File: src/rtl/trig_seq_pkg.sv
package trig_seq_pkg;

  typedef enum logic [1:0] {
    TM_NONE   = 2'd0,
    TM_WITHIN = 2'd1,
    TM_AFTER  = 2'd2
  } timerMode_t;

  typedef enum logic [1:0] {
    ST_IDLE = 2'd0,
    ST_RUN  = 2'd1,
    ST_DONE = 2'd2
  } seqState_t;

  // Strobes from control to datapath
  typedef struct packed {
    logic clr;     // clear occurrence and timer counters
    logic incOcc;  // one more qualifying occurrence
    logic incTmr;  // one more tick spent in this level
  } dpStrobe_t;

endpackage

File: src/rtl/trig_seq_dp.sv
module trig_seq_dp
  import trig_seq_pkg::*;
#(
  parameter int NUM_EVENTS = 8,
  parameter int MAX_LEVELS = 8,
  parameter int CNT_W      = 8,
  parameter int TMR_W      = 16,
  localparam int SEL_W     = $clog2(NUM_EVENTS),
  localparam int LVL_W     = $clog2(MAX_LEVELS)
) (
  input  logic                        clk,
  input  logic                        rstN,
  input  logic [LVL_W-1:0]            level,
  input  dpStrobe_t                   strb,
  input  logic [NUM_EVENTS-1:0]       events,
  input  logic [MAX_LEVELS*SEL_W-1:0] cfgSel,
  input  logic [MAX_LEVELS*CNT_W-1:0] cfgCount,
  input  logic [MAX_LEVELS*TMR_W-1:0] cfgTimer,
  input  logic [MAX_LEVELS*2-1:0]     cfgMode,
  input  logic [MAX_LEVELS-1:0]       cfgLast,
  output logic                        hit,
  output logic                        countMet,
  output logic                        expired,
  output timerMode_t                  curMode,
  output logic                        isLast
);

  logic [SEL_W-1:0] selArr   [MAX_LEVELS];
  logic [CNT_W-1:0] countArr [MAX_LEVELS];
  logic [TMR_W-1:0] timerArr [MAX_LEVELS];
  logic [1:0]       modeArr  [MAX_LEVELS];

  genvar k;
  generate
    for (k = 0; k < MAX_LEVELS; k++) begin : g_unpack
      assign selArr[k]   = cfgSel[k*SEL_W +: SEL_W];
      assign countArr[k] = cfgCount[k*CNT_W +: CNT_W];
      assign timerArr[k] = cfgTimer[k*TMR_W +: TMR_W];
      assign modeArr[k]  = cfgMode[k*2 +: 2];
    end
  endgenerate

  logic [CNT_W-1:0] occCnt;
  logic [TMR_W-1:0] tmrCnt;
  logic [CNT_W:0]   needCnt;
  logic [CNT_W-1:0] curCount;

  always_comb begin
    curCount = countArr[level];
    needCnt  = (curCount == '0) ? (CNT_W+1)'(1) : {1'b0, curCount};
    hit      = events[selArr[level]];
    countMet = ({1'b0, occCnt} + (CNT_W+1)'(1)) >= needCnt;
    expired  = tmrCnt >= timerArr[level];
    isLast   = cfgLast[level];
    case (modeArr[level])
      2'd1:    curMode = TM_WITHIN;
      2'd2:    curMode = TM_AFTER;
      default: curMode = TM_NONE;
    endcase
  end

  always_ff @(posedge clk) begin
    if (!rstN || strb.clr) begin
      occCnt <= '0;
      tmrCnt <= '0;
    end else begin
      if (strb.incOcc) occCnt <= occCnt + CNT_W'(1);
      if (strb.incTmr && tmrCnt != '1) tmrCnt <= tmrCnt + TMR_W'(1);
    end
  end

  // a clear strobe leaves both counters at zero
  assert_clr_zero_R2: assert property (@(posedge clk) disable iff (!rstN)
    strb.clr |=> (occCnt == '0 && tmrCnt == '0));

  // the timer moves only when control spends a tick
  assert_tmr_hold_R3: assert property (@(posedge clk) disable iff (!rstN)
    (!strb.incTmr && !strb.clr) |=> $stable(tmrCnt));

  // the occurrence counter moves only on a qualifying occurrence
  assert_occ_hold_R4: assert property (@(posedge clk) disable iff (!rstN)
    (!strb.incOcc && !strb.clr) |=> $stable(occCnt));

endmodule

File: src/rtl/trig_seq_ctrl.sv
module trig_seq_ctrl
  import trig_seq_pkg::*;
#(
  parameter int MAX_LEVELS = 8,
  localparam int LVL_W     = $clog2(MAX_LEVELS)
) (
  input  logic             clk,
  input  logic             rstN,
  input  logic             arm,
  input  logic             sampleTick,
  input  logic             hit,
  input  logic             countMet,
  input  logic             expired,
  input  timerMode_t       curMode,
  input  logic             isLast,
  output dpStrobe_t        strb,
  output logic [LVL_W-1:0] level,
  output logic             trigger,
  output logic             done
);

  seqState_t        state, nextState;
  logic [LVL_W-1:0] nextLevel;
  logic             trigNext;
  logic             qualify;
  logic             finalLevel;

  always_comb begin
    qualify    = hit && (curMode != TM_AFTER || expired);
    finalLevel = isLast || (level == LVL_W'(MAX_LEVELS-1));
    nextState  = state;
    nextLevel  = level;
    trigNext   = 1'b0;
    strb       = '0;
    if (arm) begin
      nextState = ST_RUN;
      nextLevel = '0;
      strb.clr  = 1'b1;
    end else if (state == ST_RUN && sampleTick) begin
      if (curMode == TM_WITHIN && expired) begin
        nextLevel = '0;
        strb.clr  = 1'b1;
      end else if (qualify && countMet) begin
        strb.clr = 1'b1;
        if (finalLevel) begin
          nextState = ST_DONE;
          trigNext  = 1'b1;
        end else begin
          nextLevel = level + LVL_W'(1);
        end
      end else begin
        strb.incOcc = qualify;
        strb.incTmr = 1'b1;
      end
    end
  end

  always_ff @(posedge clk) begin
    if (!rstN) begin
      state   <= ST_IDLE;
      level   <= '0;
      trigger <= 1'b0;
    end else begin
      state   <= nextState;
      level   <= nextLevel;
      trigger <= trigNext;
    end
  end

  assign done = (state == ST_DONE);

  // idle holds level 0 until armed
  assert_idle_hold_R1: assert property (@(posedge clk) disable iff (!rstN)
    (state == ST_IDLE && !arm) |=> (state == ST_IDLE && level == '0));

  // a running level only stays, steps by one, or restarts at 0
  assert_level_step_R3: assert property (@(posedge clk) disable iff (!rstN)
    (state == ST_RUN && !arm) |=>
      (level == $past(level) || level == $past(level) + LVL_W'(1) || level == '0));

  // no tick, no change of level
  assert_no_tick_R3: assert property (@(posedge clk) disable iff (!rstN)
    (state == ST_RUN && !arm && !sampleTick) |=> $stable(level));

  // trigger is a single-cycle pulse that arrives with done
  assert_trig_pulse_R8: assert property (@(posedge clk) disable iff (!rstN)
    trigger |-> (done && $rose(done)));

  // finished state holds without trigger until armed
  assert_done_hold_R9: assert property (@(posedge clk) disable iff (!rstN)
    (state == ST_DONE && !arm) |=> (state == ST_DONE && !trigger && $stable(level)));

endmodule

File: src/rtl/trig_seq.sv
module trig_seq
  import trig_seq_pkg::*;
#(
  parameter int NUM_EVENTS = 8,
  parameter int MAX_LEVELS = 8,
  parameter int CNT_W      = 8,
  parameter int TMR_W      = 16,
  localparam int SEL_W     = $clog2(NUM_EVENTS),
  localparam int LVL_W     = $clog2(MAX_LEVELS)
) (
  input  logic                        clk,
  input  logic                        rstN,
  input  logic                        arm,
  input  logic                        sampleTick,
  input  logic [NUM_EVENTS-1:0]       events,
  input  logic [MAX_LEVELS*SEL_W-1:0] cfgSel,
  input  logic [MAX_LEVELS*CNT_W-1:0] cfgCount,
  input  logic [MAX_LEVELS*TMR_W-1:0] cfgTimer,
  input  logic [MAX_LEVELS*2-1:0]     cfgMode,
  input  logic [MAX_LEVELS-1:0]       cfgLast,
  output logic                        trigger,
  output logic [LVL_W-1:0]            level,
  output logic                        done
);

  dpStrobe_t  strb;
  logic       hit, countMet, expired, isLast;
  timerMode_t curMode;

  trig_seq_dp #(
    .NUM_EVENTS(NUM_EVENTS), .MAX_LEVELS(MAX_LEVELS),
    .CNT_W(CNT_W), .TMR_W(TMR_W)
  ) u_dp (
    .clk(clk), .rstN(rstN), .level(level), .strb(strb), .events(events),
    .cfgSel(cfgSel), .cfgCount(cfgCount), .cfgTimer(cfgTimer),
    .cfgMode(cfgMode), .cfgLast(cfgLast),
    .hit(hit), .countMet(countMet), .expired(expired),
    .curMode(curMode), .isLast(isLast)
  );

  trig_seq_ctrl #(.MAX_LEVELS(MAX_LEVELS)) u_ctrl (
    .clk(clk), .rstN(rstN), .arm(arm), .sampleTick(sampleTick),
    .hit(hit), .countMet(countMet), .expired(expired),
    .curMode(curMode), .isLast(isLast),
    .strb(strb), .level(level), .trigger(trigger), .done(done)
  );

endmodule

File: config.mk
export PLATFORM = sky130hd
export DESIGN_NAME = trig_seq
export DESIGN_NICKNAME = d
export VERILOG_FILES = /design/src/rtl/trig_seq_pkg.sv /design/src/rtl/trig_seq_dp.sv /design/src/rtl/trig_seq_ctrl.sv /design/src/rtl/trig_seq.sv
export SDC_FILE = /design/constraint.sdc
export NUM_CORES = 1
export LEC_CHECK = 0
export BUFFER_PORTS_ARGS = -buffer_cell sky130_fd_sc_hd__buf_2
export CAP_MARGIN = 25
export CORE_AREA = 2 2 101 103
export CTS_CLUSTER_SIZE = 14
export DETAILED_ROUTE_END_ITERATION = 8
export DIE_AREA = 0 0 103 105
export PLACE_DENSITY = 0.85
export SYNTH_ARGS = -nofsm -noshare
export SYNTH_HDL_FRONTEND = slang
export SYNTH_SLANG_ARGS = --single-unit
export TNS_END_PERCENT = 1
File: constraint.sdc
create_clock -name clk -period 14.17 [get_ports clk]
set_input_delay 1.417 -clock clk [delete_from_list [all_inputs] [get_ports clk]]
set_output_delay 1.417 -clock clk [all_outputs]
set_load 0.02 [all_outputs]
-- After elaboration in Yosys (flattened, before gate mapping)
Index checks and enable logic that the tools add are counted.
- add/subtract/negate cells: 4
- equality and inequality tests: 10
- reduce and logical (&&, ||, !) cells: 19
- $lt $le $gt $ge: 5
- multiplexer cells: 34
- bitwise operators: 5
- operators with widths (operator ; number):
    $bmux W16 S3 ; 1
    $mux W16 ; 2
    $bmux W8 S3 ; 1
    $mux W8 ; 3
    $mux W3 ; 6
    $add A16 B1 Y16 const B ; 1
    $ge A16 B16 Y1 ; 1
    $ne A16 B16 Y1 const B ; 1
    $mux W1 ; 11
    $mux W2 ; 5
    $add A8 B1 Y9 const B ; 1
    $bmux W3 S3 ; 1
    $ge A9 B9 Y1 ; 1
    $add A8 B1 Y8 const B ; 1
    $logic_not A8 Y1 ; 1
    $lt A3 B4 Y1 const B ; 2
    $reduce_and A4 Y1 ; 2
    $reduce_bool A2 Y1 ; 4
    $bmux W1 S3 ; 2
    $bmux W2 S3 ; 1
    $eq A2 B1 Y1 const B ; 3
    $ne A2 B2 Y1 const B ; 3
    $logic_and A1 B1 Y1 ; 5
    $reduce_or A5 Y1 ; 1
    other kinds (11) ; 17
- bits in registers: 30
- bits of input ports: 252
- logic and storage cells: 83

-- Logic depth before layout (Yosys ltp)
Gate-level depths: netlist of run 1.
- word-level depth: 15
- gate-level depth with buffers: 17
- depth with buffers taken out: 12

-- Modules after synthesis
From an unflattened synthesis of run 1, not the netlist that was laid out.
- cell total of the unflattened synthesis: 344
- area, all modules: 3831.2 µm²
- by module, submodules not included (module ; instances ; area an instance (µm²) ; sequential area each (µm²) ; cells an instance):
    trig_seq_dp ; 1 ; 3463.3 ; 480.5 ; 304
    trig_seq_ctrl ; 1 ; 367.9 ; 120.1 ; 40

-- Worst setup path before layout of run 1
OpenSTA, ideal clock, no wires.
- kind: reg-to-reg
- start point: reg u_ctrl.level[0]
- end point: reg u_dp.tmrCnt[13]
- buffers on the path: 5
- setup time: 0.070 ns
- cell stages (with the launch flop): 16
- path slack: 9.483 ns
- clock period less this slack: 4.687 ns
- data arrival time: 4.617 ns
- path through: dfxtp_1 > buf_6 > buf_6 > buf_1 > buf_1 > mux4_2 > mux2i_1 > ha_1 > a211oi_1 > nor3_1 > a211oi_1 > o21a_1 > o211ai_2 > clkbuf_1 > or4_1 > a21oi_1
- cells in the longest elaborated chain, start to end: 15
- elaborated cells on any way between the ends: 37
- classes of those cells: order compare (2); eq/ne (4); mux (23); bitwise (1); reduce/logical (7)
- RTL lines (element ; RTL line ; text):
    start: declaration ; trig_seq_ctrl.sv:17 ; output logic [LVL_W-1:0] level,
    start signal: assignment ; trig_seq_ctrl.sv:65 ; level <= nextLevel;
    $not A3 Y4 (implied by the code) * ; -- ;
    branches (longest 11 deep; another with $ge A9 B9 Y1) ; -- ;
    $mux W3 * ; trig_seq_ctrl.sv:39 ; end else if (state == ST_RUN && sampleTick) begin
    $mux W2 or $mux W1 (tied branches) ; trig_seq_ctrl.sv:35 ; if (arm) begin
    $logic_and A1 B1 Y1 or $logic_or A1 B1 Y1 (tied branches) ; trig_seq_dp.sv:68, trig_seq_dp.sv:63 ;
    end signal: assignment ; trig_seq_dp.sv:68 ; if (strb.incTmr && tmrCnt != '1) tmrCnt <= tmrCnt + TMR_W'(1);
    end: declaration ; trig_seq_dp.sv:44 ; logic [TMR_W-1:0] tmrCnt;
Mark *: on every way between the ends. The select of a mux whose other input is x is not followed.
A chain may end at the register's enable or synchronous reset.

-- Worst setup path after layout of run 1
- start point: reg u_ctrl.level[0]
- end point: reg u_dp.occCnt[7]
- cells in the longest elaborated chain, start to end: 15
- elaborated cells on any way between the ends: 36
- classes of those cells: order compare (2); eq/ne (4); mux (23); bitwise (1); reduce/logical (6)
- RTL lines (element ; RTL line ; text):
    $not A3 Y4 (implied by the code) * ; -- ;
    branches (longest 11 deep; another with $ge A9 B9 Y1) ; -- ;
    $mux W3 * ; trig_seq_ctrl.sv:39 ;
    $mux W1 ; trig_seq_ctrl.sv:35 ;
    $logic_or A1 B1 Y1 ; trig_seq_dp.sv:63 ; if (!rstN || strb.clr) begin
    end signal: assignment ; trig_seq_dp.sv:67 ; if (strb.incOcc) occCnt <= occCnt + CNT_W'(1);
    end: declaration ; trig_seq_dp.sv:43 ; logic [CNT_W-1:0] occCnt;
Marked as above.

==> results.md, run 1 <==
- The flow ran to the end, and the final reports show no timing, DRC or antenna violations.
- The count of buffers from port buffering is 256.
- For the finished layout, the period the worst path requires is around 5 ns.
- The synthesized netlist contains 53 unique library cells.
- In the routed design, unresolved DRC markers number 0.
- The sequential cell area is 607 µm².
- Global routing finished with a remaining overflow of 0.
- The die area is 10800 µm².
- For this run, the total global-route usage over all layers was measured as 0.272.
- The top fanout value on the critical path is 34.
- The number of enable-type register cells in the synthesized netlist is 0.
- The setup slack of the most critical reg-to-reg path is 9.04 ns.
- STA classifies the critical path endpoint as a flop.
- The number of hold violations in the final report is 0.
- Clock skew on the completed layout was measured at ~0.0050 ns.
- The sum of negative setup slack is 0 ns.
- Summing all non-filler instances in the final layout gives an area of 5500 µm².
- By count the netlist is led by mux4_2 (59), mux2i_1 (31), dfxtp_1 (30).
- The number of antenna violations at the first check in global routing was 1.
- The critical path launch point is u_ctrl.level[0].
- The critical path is of the reg2reg type.
- Among all flip-flop cells after synthesis, the most frequent one is dfxtp_1.
- The I/O pin count is 257.
- For this configuration, the core starts out at a cell density of 0.421.
- The worst flop-to-flop path startpoint is u_ctrl.level[0].
- The number of standard cells after synthesis is around 380.
- The layout overhead on the synthesized area is 35.6%.
- The CTS tree is done.
- Entering global routing, the biggest net connects 63 pins.
- The capture instance of the worst register-to-register path is u_dp.occCnt[7].
- The clock passes through at most 2 buffers.
- In the finished design, the share of the clock period the worst path needs comes to 0.362.
- The post-synth net total is 655.
- At the end of the flow, the number of nets in the layout was 894.
- The tree is rooted in a clkbuf_8.
- The count of nets left with antenna violations once routing finished came out at 0.
- STA puts the critical path data required time at approximately 14 ns.
- The post-detailed-route via-to-cell ratio is 6.01.
- The layout has 826 filler cells.
- The area of the multi-input gates is 3300 µm².
- In this run, the number of DRC markers left after iteration 0 of detailed routing was between 300 and 400.
- The average cell area after synthesis is about 11 µm².
- The min-delay analysis places its worst path in the category reg2reg.
- Counting instances, the worst hold path has a depth of 2.
- The number of gates resized after CTS was 0.
- Of the cells placed in the final design, the portion with a size suffix greater than 1 is 0.550.
- Summed over all instances, the cell type with the most area after synthesis is mux4_2.
- The final route contains 4500 vias.
- Once the clock tree was built, the setup fixing pass inserted 0 buffers.
- The die boundary width is 103 µm.
- The kind of start point of the critical path is a flop.
- Setup repair after global routing left no endpoint under its margin.
- The final total power is between 0.2 and 0.25 mW.
- The end of the worst hold path is u_ctrl.state[0].
- Routability-driven placement finished with a final weighted congestion of 1.01.
- The number of global-route vias before repair is 4548.
- The met1 routed wirelength after detailed routing is between 6000 and 7000 µm.
- The final layout contains routed wiring with a total length of 14800 µm.
- The share of Yosys cell area claimed by the top area cell type is 0.328.
- The startpoint of the lowest-slack hold path is u_ctrl.state[0].
- For this run, the register share of the synthesized area comes to 0.148.
- Across the VDD grid, the largest voltage drop is 0.0000261 V.
- In this run the cell area of the synthesized design comes to 4050 µm².
- Hold repair after CTS inserted 0 buffers.
- The floorplan has 36 rows.
- The highest routed metal layer is met5.
- The H-tree depth reported by CTS is 2.
- The peak clock frequency supported by timing is 0.195 GHz.
- The clock drives 30 sinks.
- The placeable core region is 9640 µm².
- The synthesis warning total is 0.
- The worst path arrival time is around 5.4 ns.
- The share of flip-flops with an asynchronous set or reset is 0.
- The cell area power density is around 42 nW/µm².
- The floorplan step set the die height to 105 µm.
- The clock transition at the registers of the reported paths is about 0.07 ns.
- By instance count, the leading cell after synthesis is mux4_2.
- The post-synthesis register bit count is 30.
- Setup violations remaining at the end of the flow were counted as 0.
- The insertion delay to the later sink of the worst-skew pair is 0.29 ns.
- The wire length of the first global-routing pass is 23000 µm.
- Across the run, the number of max-cap violations was 0.
- The number of cells in the finished layout apart from fillers is 749.
- The detailed-routed wire length on met3 is 1340 µm.
- For the pin with the worst max-slew slack, the measured transition is about 1 ns.
- The relative slew slack is 0.313.
- The total placed instance area is 5410 µm².
- The half-perimeter wire length after detailed placement is ~12000 µm.
- The number of placed instances, taps included, is 740.
- Sorting the synthesized cells by area gives the leading types as mux4_2 (33%), dfxtp_1 (15%), ha_1 (8.6%).
- After detailed routing, the average wire length per cell comes to 19.8 µm.
- The number of pins exceeding their max-slew limit in the final report is 0.
- TritonCTS created 5 clock buffers.
- The leakage power figure is 2.28 nW.
- The detailed-routing iteration count for the pre-antenna-repair pass is 7.
- The routed design uses 7110 µm of met2 wire.
- The depth of the worst register-to-register path is 13.
-- routing by layer --
| metal | vias to the layer above | GRT usage |
|---|---|---|
| li1 | 2058 | - |
| met1 | 2179 | 0.383 |
| met2 | 242 | 0.424 |
| met3 | 19 | 0.0649 |
| met4 | 2 | 0.0611 |
| met5 | - | 0 |
-- sequential cells by signal, summed over array words and instances, names as in the netlist --
register        flops
u_ctrl.level        3
u_ctrl.state        2
u_ctrl.trigger      1
u_dp.occCnt         8
u_dp.tmrCnt        16
-- report_power, final --
group	total (mW)	switching [mW]	internal, mW
combinational	0.0720	0.0296	0.0424
sequential	0.0848	0.000305	0.0845
clock	0.0721	0.0330	0.0391
total	0.229	0.0629	0.166
-- logic make-up (layout without fill, tap and decap cells) --
| kind of cell | Yosys count | in the layout | share of synthesized area |
|---|---|---|---|
| and+or+nand+nor | 93 | 93 | 0.140 |
| DFF | 30 | 30 | 0.148 |
| xor gates and xnor gates | 6 | 6 | 0.0130 |
| adders and majority gates | 28 | 28 | 0.0864 |
| buffers and inverters | 33 | 273 | 0.0395 |
| AOI/OAI and AO/OA | 92 | 92 | 0.155 |
| muxes | 93 | 93 | 0.418 |
| other | 0 | 1 | 0 |
-- metrics by stage --
step	hold slack, ns	setup slack (ns)	util
global route	0.506	8.64	0.570
detailed placement	0.467	9.09	0.561
finish	0.470	9.04	0.570
CTS	0.475	9.06	0.570
floorplan	0.442	9.48	-
global placement	0.453	9.18	0.561
-- worst max path at each step --
stage                                 end  cells after the start
after detailed placement   u_dp.occCnt[7]                     13
final                      u_dp.occCnt[7]                     13
after global routing       u_dp.occCnt[7]                     13
after floorplan           u_dp.tmrCnt[13]                     15
after global placement     u_dp.occCnt[7]                     13
after CTS                  u_dp.occCnt[7]                     13
-- critical path, stage by stage, from the launching register on --
cell and delay, ns:
dfxtp_4 0.73, buf_4 0.59, mux4_2 0.57, mux2i_1 0.34, nand3_1 0.11, o21ai_0 0.17, ha_1 0.25, nand2b_1 0.15
a211oi_1 0.29, o21ai_0 0.12, a31oi_1 0.42, o211ai_1 0.52, or4_1 0.62, a21oi_1 0.15
-- layout by cell type, fill, tap and decap left out, types with 6 or more instances in the layout --
master / Yosys / layout
mux4_2: 59 / 59
or4_1: 19 / 19
ha_1: 28 / 28
dfxtp_1: 30 / 27
a21oi_1: 28 / 28
and3_1: 6 / 6
buf_2: 5 / 256
nand3_1: 16 / 16
mux2i_1: 31 / 31
clkbuf_8: 0 / 6
o31ai_1: 19 / 19
nor2_1: 6 / 6
o21ai_0: 8 / 8
nand2_1: 15 / 15
-- area by class of cell --
type                            count  share of cell area
Antenna cell                        1            0.000455
Clock buffer                        7              0.0157
Clock inverter                      1            0.000910
Inverter                            5             0.00341
Multi-Input combinational cell    312               0.600
Sequential cell                    30               0.110
Tap cell                          133              0.0303
Timing Repair Buffer              260               0.238
Power figures use the tool's default switching activity.
==> run 2: changes to the inputs <==
--- a/config.mk
+++ b/config.mk
@@ -7,11 +7,11 @@
 export LEC_CHECK = 0
 export BUFFER_PORTS_ARGS = -buffer_cell sky130_fd_sc_hd__buf_2
 export CAP_MARGIN = 25
-export CORE_AREA = 2 2 101 103
+export CORE_MARGIN = 2
+export CORE_UTILIZATION = 44
 export CTS_CLUSTER_SIZE = 14
 export DETAILED_ROUTE_END_ITERATION = 8
-export DIE_AREA = 0 0 103 105
-export PLACE_DENSITY = 0.85
+export PLACE_DENSITY = 0.88
 export SYNTH_ARGS = -nofsm -noshare
 export SYNTH_HDL_FRONTEND = slang
 export SYNTH_SLANG_ARGS = --single-unit
==> constraint.sdc (replaced) <==
create_clock -name clk -period 5.29 [get_ports clk]
set_input_delay 0.529 -clock clk [delete_from_list [all_inputs] [get_ports clk]]
set_output_delay 0.529 -clock clk [all_outputs]
set_load 0.02 [all_outputs]
==> run 2 against run 1 <==
  * First-iteration DRC count is 28% higher
  * Largest power group unchanged
  * Sequential power grew to 2.7 times the previous value
  * Sequential share of layout area hardly changed
  * Highest routed layer is now met4
  * Clock skew is 0.00074 ns lower
  * Total power grew to 2.6 times the previous value
  * Setup slack worse by 8.4 ns
  * Register-to-register slack worse by 8.4 ns
  * Flip-flop and latch count stayed put
==> results.md, run 2 (synthesis gave the netlist of run 1 again) <==
- The global routing usage on met1 is 0.366 (was 0.383).
- The number of pins exceeding their max-slew limit in the final report is 0 (unchanged).
- The I/O pin count is 257 (unchanged).
- The maximum vdd drop is 0.0000869 V (was 0.0000261 V).
- The average wire length per cell after detail routing is 19.6 µm (was 19.8 µm).
- The met2 track utilization from global routing is 0.455 (was 0.424).
- The number of antenna violations at the first check in global routing is 0 (was 1).
- The number of violations reported at the end of detailed-routing iteration 0 is 449 (was 352).
- The final total power is 0.605 mW (was 0.229 mW).
- The pin count of the biggest net entering global routing is 43 (was 63).
- The worst flop-to-flop path startpoint was u_ctrl.level[0] (unchanged).
- The top fanout value on the critical path was 42 (was 34).
- The die boundary width is 100 µm (was 103 µm).
- The sequential cell area is 607 µm² (unchanged).
- The antenna violation net count after detailed routing is 0 (unchanged).
- The placed cell count is 719 (was 740).
- The final instance area is 5490 µm² (was 5500 µm²).
- The total number of cells along the worst setup path is 11 (was 13).
- The maximum clock insertion buffer count is 2 (unchanged).
- The detailed-routing iteration count for the pre-antenna-repair pass is 5 (was 7).
- The CTS tree was done (unchanged).
- The floorplan die height is 100 µm (was 105 µm).
- The number of remaining DRC errors is 0 (unchanged).
- The worst min-delay path class is reg2reg (unchanged).
- The H-tree depth reported by CTS came to 2 (unchanged).
- The post-detailed-route via-to-cell ratio is 6.26 (was 6.01).
- The number of clock buffers inserted by TritonCTS is 5 (unchanged).
- The clock transition at the registers of the reported paths was 0.06 ns (was 0.07 ns).
- The half-perimeter wire length after detailed placement is 11900 µm (was 12500 µm).
- The area of the multi-input gates is 3300 µm² (unchanged).
- The peak clock frequency supported by timing is 0.215 GHz (was 0.195 GHz).
- The cell area power density is 110 nW/µm² (was 41.6 nW/µm²).
- The global routing's busiest layer is met2 (unchanged).
- The flip-flop count of the largest register after layout is 16 (unchanged).
- The count of cells along the worst hold path was 2 (unchanged).
- The share of cells above drive strength 1 was 0.550 (about the same).
- The part of the cycle the worst path needs was 0.878 (was 0.362).
- The capture instance of the worst register-to-register path is u_dp.tmrCnt[9] (was u_dp.occCnt[7]).
- The slew at the pin closest to its max-slew limit is 1.03 ns (about the same).
- The leakage power figure was 2.29 nW (was 2.28 nW).
- The maximum single-stage delay on the critical path is 0.83 ns (was 0.73 ns).
- The post-CTS resize count was 0 (unchanged).
- The final RePlAce weighted congestion came to 0.924 (was 1.01).
- Crit-path cells: buf_4 -> mux4_2 -> mux2i_1 -> ha_1 -> o21ai_0 -> nor3_1 -> a211oi_1 -> o21a_1 -> o211ai_2 -> or4_1 -> a21oi_1 (was buf_4 -> mux4_2 -> mux2i_1 -> nand3_1 -> o21ai_0 -> ha_1 -> nand2b_1 -> a211oi_1 -> o21ai_0 -> a31oi_1 -> o211ai_1 -> or4_1 -> a21oi_1).
- The initial core utilization is 0.445 (was 0.421).
- The setup slack after placement is 0.645 ns (was 9.09 ns).
- The total via count after detailed routing came to 4552 (was 4500).
- The met3 capacity usage during global routing is 0.0620 (was 0.0649).
- The nature of the critical path endpoint is a flop (unchanged).
- The total setup violations reported at the end of the flow is 0 (unchanged).
- The sum of negative setup slack is 0 ns (unchanged).
- The worst-path cell with the longest stage delay is dfxtp_4 (unchanged).
- The time the final worst path needs with I/O delays and setup is 4.65 ns (was 5.13 ns).
- The depth of the worst register-to-register path came to 11 (was 13).
- Commonest cells after routing, fill and taps aside: buf_2 (256), mux4_2 (59), mux2i_1 (31) (unchanged).
- The register bank with the most flops is u_dp.tmrCnt (unchanged).
- The final net count is 896 (was 894).
- The number of inserted diodes came to 0 (was 1).
- The setup slack of the most critical reg-to-reg path is 0.64 ns (was 9.04 ns).
- The total placed instance area is 5390 µm² (was 5410 µm²).
- The layout overhead on the synthesized area was 35.5% (was 35.6%).
- The count of buffers from port buffering came to 256 (unchanged).
- The number of cells in the finished layout apart from fillers is 727 (was 749).
- The end of the worst hold path is u_ctrl.state[0] (unchanged).
- Unrepaired setup endpoints after global routing: no (unchanged).
- The overall global routing resource usage is 0.277 (was 0.272).
- Status: finished, final reports clean (unchanged).
- The leading cell type in the layout, fill and taps excluded was buf_2 (unchanged).
- The worst clock skew on the final layout is 0.00429 ns (was 0.00504 ns).
- The number of hold violations in the final report came to 0 (unchanged).
- The utilization after layout is 0.603 (was 0.570).
- The critical path's top delay family is compound AO/OA/AOI/OAI gates (unchanged).
- The relative slew slack was 0.314 (was 0.313).
- The buffer cell driving the clock tree root is clkbuf_8 (unchanged).
- The number of buffers and inverters on the critical path is 1 (unchanged).
- The insertion delay to the later sink of the worst-skew pair is 0.28 ns (was 0.29 ns).
- The post-route worst hold slack came to 0.468 ns (was 0.470 ns).
- The layout filler cell count is 762 (was 826).
- The startpoint of the lowest-slack hold path is u_ctrl.state[0] (unchanged).
- Biggest registers after layout: u_dp.tmrCnt (16), u_dp.occCnt (8), u_ctrl.level (3) (unchanged).
- The critical path class is reg2reg (unchanged).
- The die area was 10000 µm² (was 10800 µm²).
- The number of global-route vias before repair was 4556 (was 4548).
- The cts-stage hold buffer count came to 0 (unchanged).
- The least setup slack across all paths after layout is 0.643 ns (was 9.04 ns).
- The wire length reported by the detailed router is 14200 µm (was 14800 µm).
- The wire length of the first global-routing pass is 21900 µm (was 23000 µm).
- The final global-route overflow total is 0 (unchanged).
- The max-cap check violation count is 0 (unchanged).
- The worst path arrival time is 4.84 ns (was 5.35 ns).
- The clock sink total is 30 (unchanged).
- The number of buffers inserted by post-CTS setup repair was 0 (unchanged).
- The kind of start point of the critical path is a flop (unchanged).
- The placeable core region is 9110 µm² (was 9640 µm²).
- The standard-cell row count is 35 (was 36).
- The critical path required time is 5.48 ns (was 14.38 ns).
-- run 2: cell count changes in the layout (fill, tap and decap cells not counted) --
| cell | previous run | this run |
|---|---|---|
| diode_2 | 1 | 0 |
| buf_4 | 4 | 5 |
| clkinv_2 | 1 | 0 |
| buf_12 | 0 | 1 |
-- run 2: power breakdown --
part	switching, mW	internal (mW)	total (mW)
registers	0.000856	0.226	0.227
logic	0.0796	0.114	0.193
clock network	0.0818	0.103	0.185
total	0.162	0.443	0.605
-- run 2: area by class of cell --
cell class              instances  area share
clock buffers                   7      0.0157
flip-flops and latches         30       0.111
well taps                     111      0.0253
multi-input cells             312       0.601
inverters                       5     0.00342
repair buffers                262       0.244
-- run 2: metal layers --
layer  wire (µm)  share of wire
met5           0              0
met4         272          0.019
met3        1390          0.098
met2        7030           0.49
met1        5540           0.39
-- run 2: worst min-delay path, cell delays in order, from the launching register on --
cell and delay, ns:
dfxtp_1 0.32, nand2_1 0.06, o21ai_1 0.05
-- run 2: worst max path at each step --
stage                               start              end  slack [ns]
final                     u_ctrl.level[0]   u_dp.tmrCnt[9]        0.64
after CTS                 u_ctrl.level[0]   u_dp.occCnt[7]        0.64
after global placement    u_ctrl.level[0]   u_dp.occCnt[2]        0.88
after global routing      u_ctrl.level[0]   u_dp.occCnt[7]        0.21
after detailed placement  u_ctrl.level[0]   u_dp.occCnt[7]        0.65
after floorplan           u_ctrl.level[0]  u_dp.tmrCnt[13]        0.60
==> run 3: changes to the inputs <==
--- a/config.mk
+++ b/config.mk
@@ -5,14 +5,16 @@
 export SDC_FILE = /design/constraint.sdc
 export NUM_CORES = 1
 export LEC_CHECK = 0
+export ABC_AREA = 1
 export BUFFER_PORTS_ARGS = -buffer_cell sky130_fd_sc_hd__buf_2
 export CAP_MARGIN = 25
 export CORE_MARGIN = 2
-export CORE_UTILIZATION = 44
-export CTS_CLUSTER_SIZE = 14
+export CORE_UTILIZATION = 45
+export CTS_CLUSTER_SIZE = 28
 export DETAILED_ROUTE_END_ITERATION = 8
 export PLACE_DENSITY = 0.88
 export SYNTH_ARGS = -nofsm -noshare
 export SYNTH_HDL_FRONTEND = slang
+export SYNTH_HIERARCHICAL = 1
 export SYNTH_SLANG_ARGS = --single-unit
 export TNS_END_PERCENT = 1
==> run 3 against run 2 <==
  * Global-route usage increased by 2.0 points
  * Largest cell class unchanged
  * Register-to-register slack improved by 0.58 ns
  * Flip-flop and latch count unchanged
  * Critical path type unchanged
==> results.md, run 3 <==
- The worst path arrival time is 4.30 ns (was 4.84 ns).
- The number of library cell types mapped by synthesis came to 38 (was 53).
- The share of Yosys cell area claimed by the top area cell type came to 0.144 (was 0.328).
- The worst clock skew on the final layout came to 0.00583 ns (was 0.00429 ns).
- The post-detailed-route via-to-cell ratio is 5.42 (was 6.26).
- The total setup violations reported at the end of the flow came to 0 (unchanged).
- The cts-stage hold buffer count is 0 (unchanged).
- The placeable core region came to 9640 µm² (was 9110 µm²).
- The register bank with the most flops is u_dp/tmrCnt (was u_dp.tmrCnt).
- The number of violations reported at the end of detailed-routing iteration 0 is 536 (was 449).
- The wire length reported by the detailed router is 16700 µm (was 14200 µm).
- The post-synthesis register bit count is 30 (unchanged).
- The layout filler cell count is 1002 (was 762).
- The overall global routing resource usage is 0.296 (was 0.277).
- The wire length of the first global-routing pass is 24600 µm (was 21900 µm).
- Commonest cells after routing, fill and taps aside: buf_2 (256), nor2_1 (169), nand2_1 (119) (was buf_2 (256), mux4_2 (59), mux2i_1 (31)).
- The insertion delay to the later sink of the worst-skew pair was 0.29 ns (was 0.28 ns).
- The maximum vdd drop was 0.000136 V (was 0.0000869 V).
- The H-tree depth reported by CTS is 2 (unchanged).
- The number of clock buffers inserted by TritonCTS is 5 (unchanged).
- The cell with the most instances after synthesis was nor2_1 (was mux4_2).
- The time the final worst path needs with I/O delays and setup was 4.07 ns (was 4.65 ns).
- The worst-path cell with the longest stage delay is dfxtp_2 (was dfxtp_4).
- The final total power was 0.597 mW (was 0.605 mW).
- Crit-path cells: inv_1 -> o21ai_0 -> inv_1 -> ha_1 -> a21oi_1 -> o21ai_0 -> a21oi_1 -> nand3_1 -> nand3_2 -> nand2_2 -> nand2_1 -> nand2_1 -> nor2_2 -> inv_1 -> a21oi_1 -> o21ai_0 -> inv_1 (was buf_4 -> mux4_2 -> mux2i_1 -> ha_1 -> o21ai_0 -> nor3_1 -> a211oi_1 -> o21a_1 -> o211ai_2 -> or4_1 -> a21oi_1).
- The synthesis warning total came to 6 (was 0).
- Cell types occupying the most area after synthesis: nor2_1 (14%), dfxtp_1 (14%), o21ai_0 (13%) (was mux4_2 (33%), dfxtp_1 (15%), ha_1 (8.6%)).
- The number of buffers and inverters on the critical path was 4 (was 1).
- The number of antenna violations at the first check in global routing is 3 (was 0).
- The cell type contributing the most total cell area after synthesis is nor2_1 (was mux4_2).
- The kind of start point of the critical path is a flop (unchanged).
- The maximum single-stage delay on the critical path is 0.74 ns (was 0.83 ns).
- The slew at the pin closest to its max-slew limit came to 0.746 ns (was 1.03 ns).
- The top fanout value on the critical path came to 35 (was 42).
- The total via count after detailed routing was 6128 (was 4552).
- The CTS tree is done (unchanged).
- The average cell area after synthesis came to 5.69 µm² (was 10.8 µm²).
- Unrepaired setup endpoints after global routing: no (unchanged).
- The die area is 10600 µm² (was 10000 µm²).
- The max-cap check violation count is 0 (unchanged).
- The number of cells in the finished layout apart from fillers is 1131 (was 727).
- The I/O pin count is 257 (unchanged).
- The number of global-route vias before repair was 5099 (was 4556).
- The post-synth net total is 1053 (was 655).
- The peak clock frequency supported by timing is 0.246 GHz (was 0.215 GHz).
- The leading cell type in the layout, fill and taps excluded is buf_2 (unchanged).
- The nature of the critical path endpoint is a flop (unchanged).
- The least setup slack across all paths after layout is 1.22 ns (was 0.643 ns).
- The antenna violation net count after detailed routing was 0 (unchanged).
- The post-synthesis instance area was 4400 µm² (was 4050 µm²).
- The final RePlAce weighted congestion is 1.04 (was 0.924).
- The share of cells above drive strength 1 is 0.293 (was 0.550).
- Commonest cells post-synth: nor2_1 (169), nand2_1 (119), o21ai_0 (117) (was mux4_2 (59), mux2i_1 (31), dfxtp_1 (30)).
- The worst min-delay path class is reg2reg (unchanged).
- The buffer cell driving the clock tree root is clkbuf_8 (unchanged).
- The final global-route overflow total came to 0 (unchanged).
- The critical path required time is 5.53 ns (was 5.48 ns).
- Biggest registers after layout: u_dp/tmrCnt (16), u_dp/occCnt (8), u_ctrl/level (3) (was u_dp.tmrCnt (16), u_dp.occCnt (8), u_ctrl.level (3)).
- The setup slack after placement is 1.32 ns (was 0.645 ns).
- The number of standard cells after synthesis was 773 (was 375).
- The die boundary width is 103 µm (was 100 µm).
- The number of enable-type register cells in the synthesized netlist was 0 (unchanged).
- The half-perimeter wire length after detailed placement is 13000 µm (was 11900 µm).
- The initial core utilization came to 0.456 (was 0.445).
- The post-CTS resize count came to 0 (unchanged).
- The cell seen most often among critical-path stages is inv_1.
- The number of remaining DRC errors is 0 (unchanged).
- The average wire length per cell after detail routing is 14.7 µm (was 19.6 µm).
- The standard-cell row count is 36 (was 35).
- The cell area power density was 104 nW/µm² (was 110 nW/µm²).
- The critical path's top delay family is compound AO/OA/AOI/OAI gates (unchanged).
- The critical path class is reg2reg (unchanged).
- The placed cell count is 1120 (was 719).
- The clock sink total is 30 (unchanged).
- The maximum clock insertion buffer count came to 2 (unchanged).
- The number of buffers inserted by post-CTS setup repair is 0 (unchanged).
- The portion of the post-synthesis area used by sequential elements is 0.137 (was 0.148).
- The part of the cycle the worst path needs was 0.769 (was 0.878).
- The sum of negative setup slack is 0 ns (unchanged).
- The leakage power figure came to 2.84 nW (was 2.29 nW).
- The pin count of the biggest net entering global routing was 121 (was 43).
- The share of flip-flops with an asynchronous set or reset was 0 (unchanged).
- The count of buffers from port buffering is 256 (unchanged).
- The flip-flop count of the largest register after layout was 16 (unchanged).
- The number of hold violations in the final report is 0 (unchanged).
- The relative slew slack is 0.499 (was 0.314).
- The floorplan die height came to 103 µm (was 100 µm).
- The final net count was 1274 (was 896).
- Status: finished, final reports clean (unchanged).
- The layout overhead on the synthesized area is 30.1% (was 35.5%).
- The number of pins exceeding their max-slew limit in the final report is 0 (unchanged).
- The clock transition at the registers of the reported paths is 0.06 ns (about the same).
- The main flop type after synthesis is dfxtp_1 (unchanged).
- The detailed-routing iteration count for the pre-antenna-repair pass came to 5 (unchanged).
==> run 3: power by group <==
part	switching (mW)	internal, mW	leakage, nW
clock network	0.0872	0.105	0.0482
registers	0.00137	0.227	0.244
logic	0.0825	0.0939	2.54
==> run 3: cell type report <==
| type | instances | area, µm² | share of cell area |
|---|---|---|---|
| Inverter | 57 | 214 | 0.0374 |
| Tap cell | 133 | 166 | 0.0291 |
| Timing Repair Buffer | 262 | 1340 | 0.234 |
| Multi-Input combinational cell | 638 | 3290 | 0.576 |
| Antenna cell | 3 | 7.51 | 0.00131 |
| Clock inverter | 1 | 5.00 | 0.000875 |
| Clock buffer | 7 | 86.3 | 0.0151 |
| Sequential cell | 30 | 607 | 0.106 |
==> run 3: path summary, 6_finish.rpt <==
path	start	endpoint	slack, ns	cells after the start
worst max-delay path	u_ctrl/level[2]	u_dp/occCnt[6]	1.22	17
worst min-delay path	u_ctrl/state[1]	u_ctrl/state[1]	0.48	2
worst max register to register	u_ctrl/level[2]	u_dp/occCnt[6]	1.22	17
worst min register to register	u_ctrl/state[1]	u_ctrl/state[1]	0.48	2
==> run 3: metrics by stage <==
step	hold slack, ns	utilization	instance area (µm²)
final	0.479	0.593	5720
after global routing	0.505	0.593	5720
after CTS	0.473	0.593	5710
after detailed placement	0.471	0.583	5620
after global placement	0.465	0.583	5620
after floorplan	0.451	-	4400
==> run 3: cell families after synthesis <==
kind of cell,count (synthesis),synth area share
AND/OR/NAND/NOR,367,0.351
flip-flops,30,0.137
adder cells (fa/ha/maj),28,0.0797
XOR/XNOR,13,0.0259
AO/OA/AOI/OAI,230,0.293
buffers and inverters,105,0.114
==> run 3: layer usage <==
metal | vias up | track usage | wire length (µm)
li1 | 3081 | - | -
met1 | 2690 | 0.388 | 7110
met2 | 335 | 0.459 | 7650
met3 | 22 | 0.0936 | 1630
met4 | 0 | 0.103 | 274
met5 | - | 0.0192 | 0
==> run 3: worst reg2reg max path, delay by kind of cell, from the launching register on <==
family	cells	cell delay [ns]
buf+inv	4	0.99
fa+ha+maj	1	0.30
simple gates	6	0.91
flops	1	0.74
compound gates	6	1.08
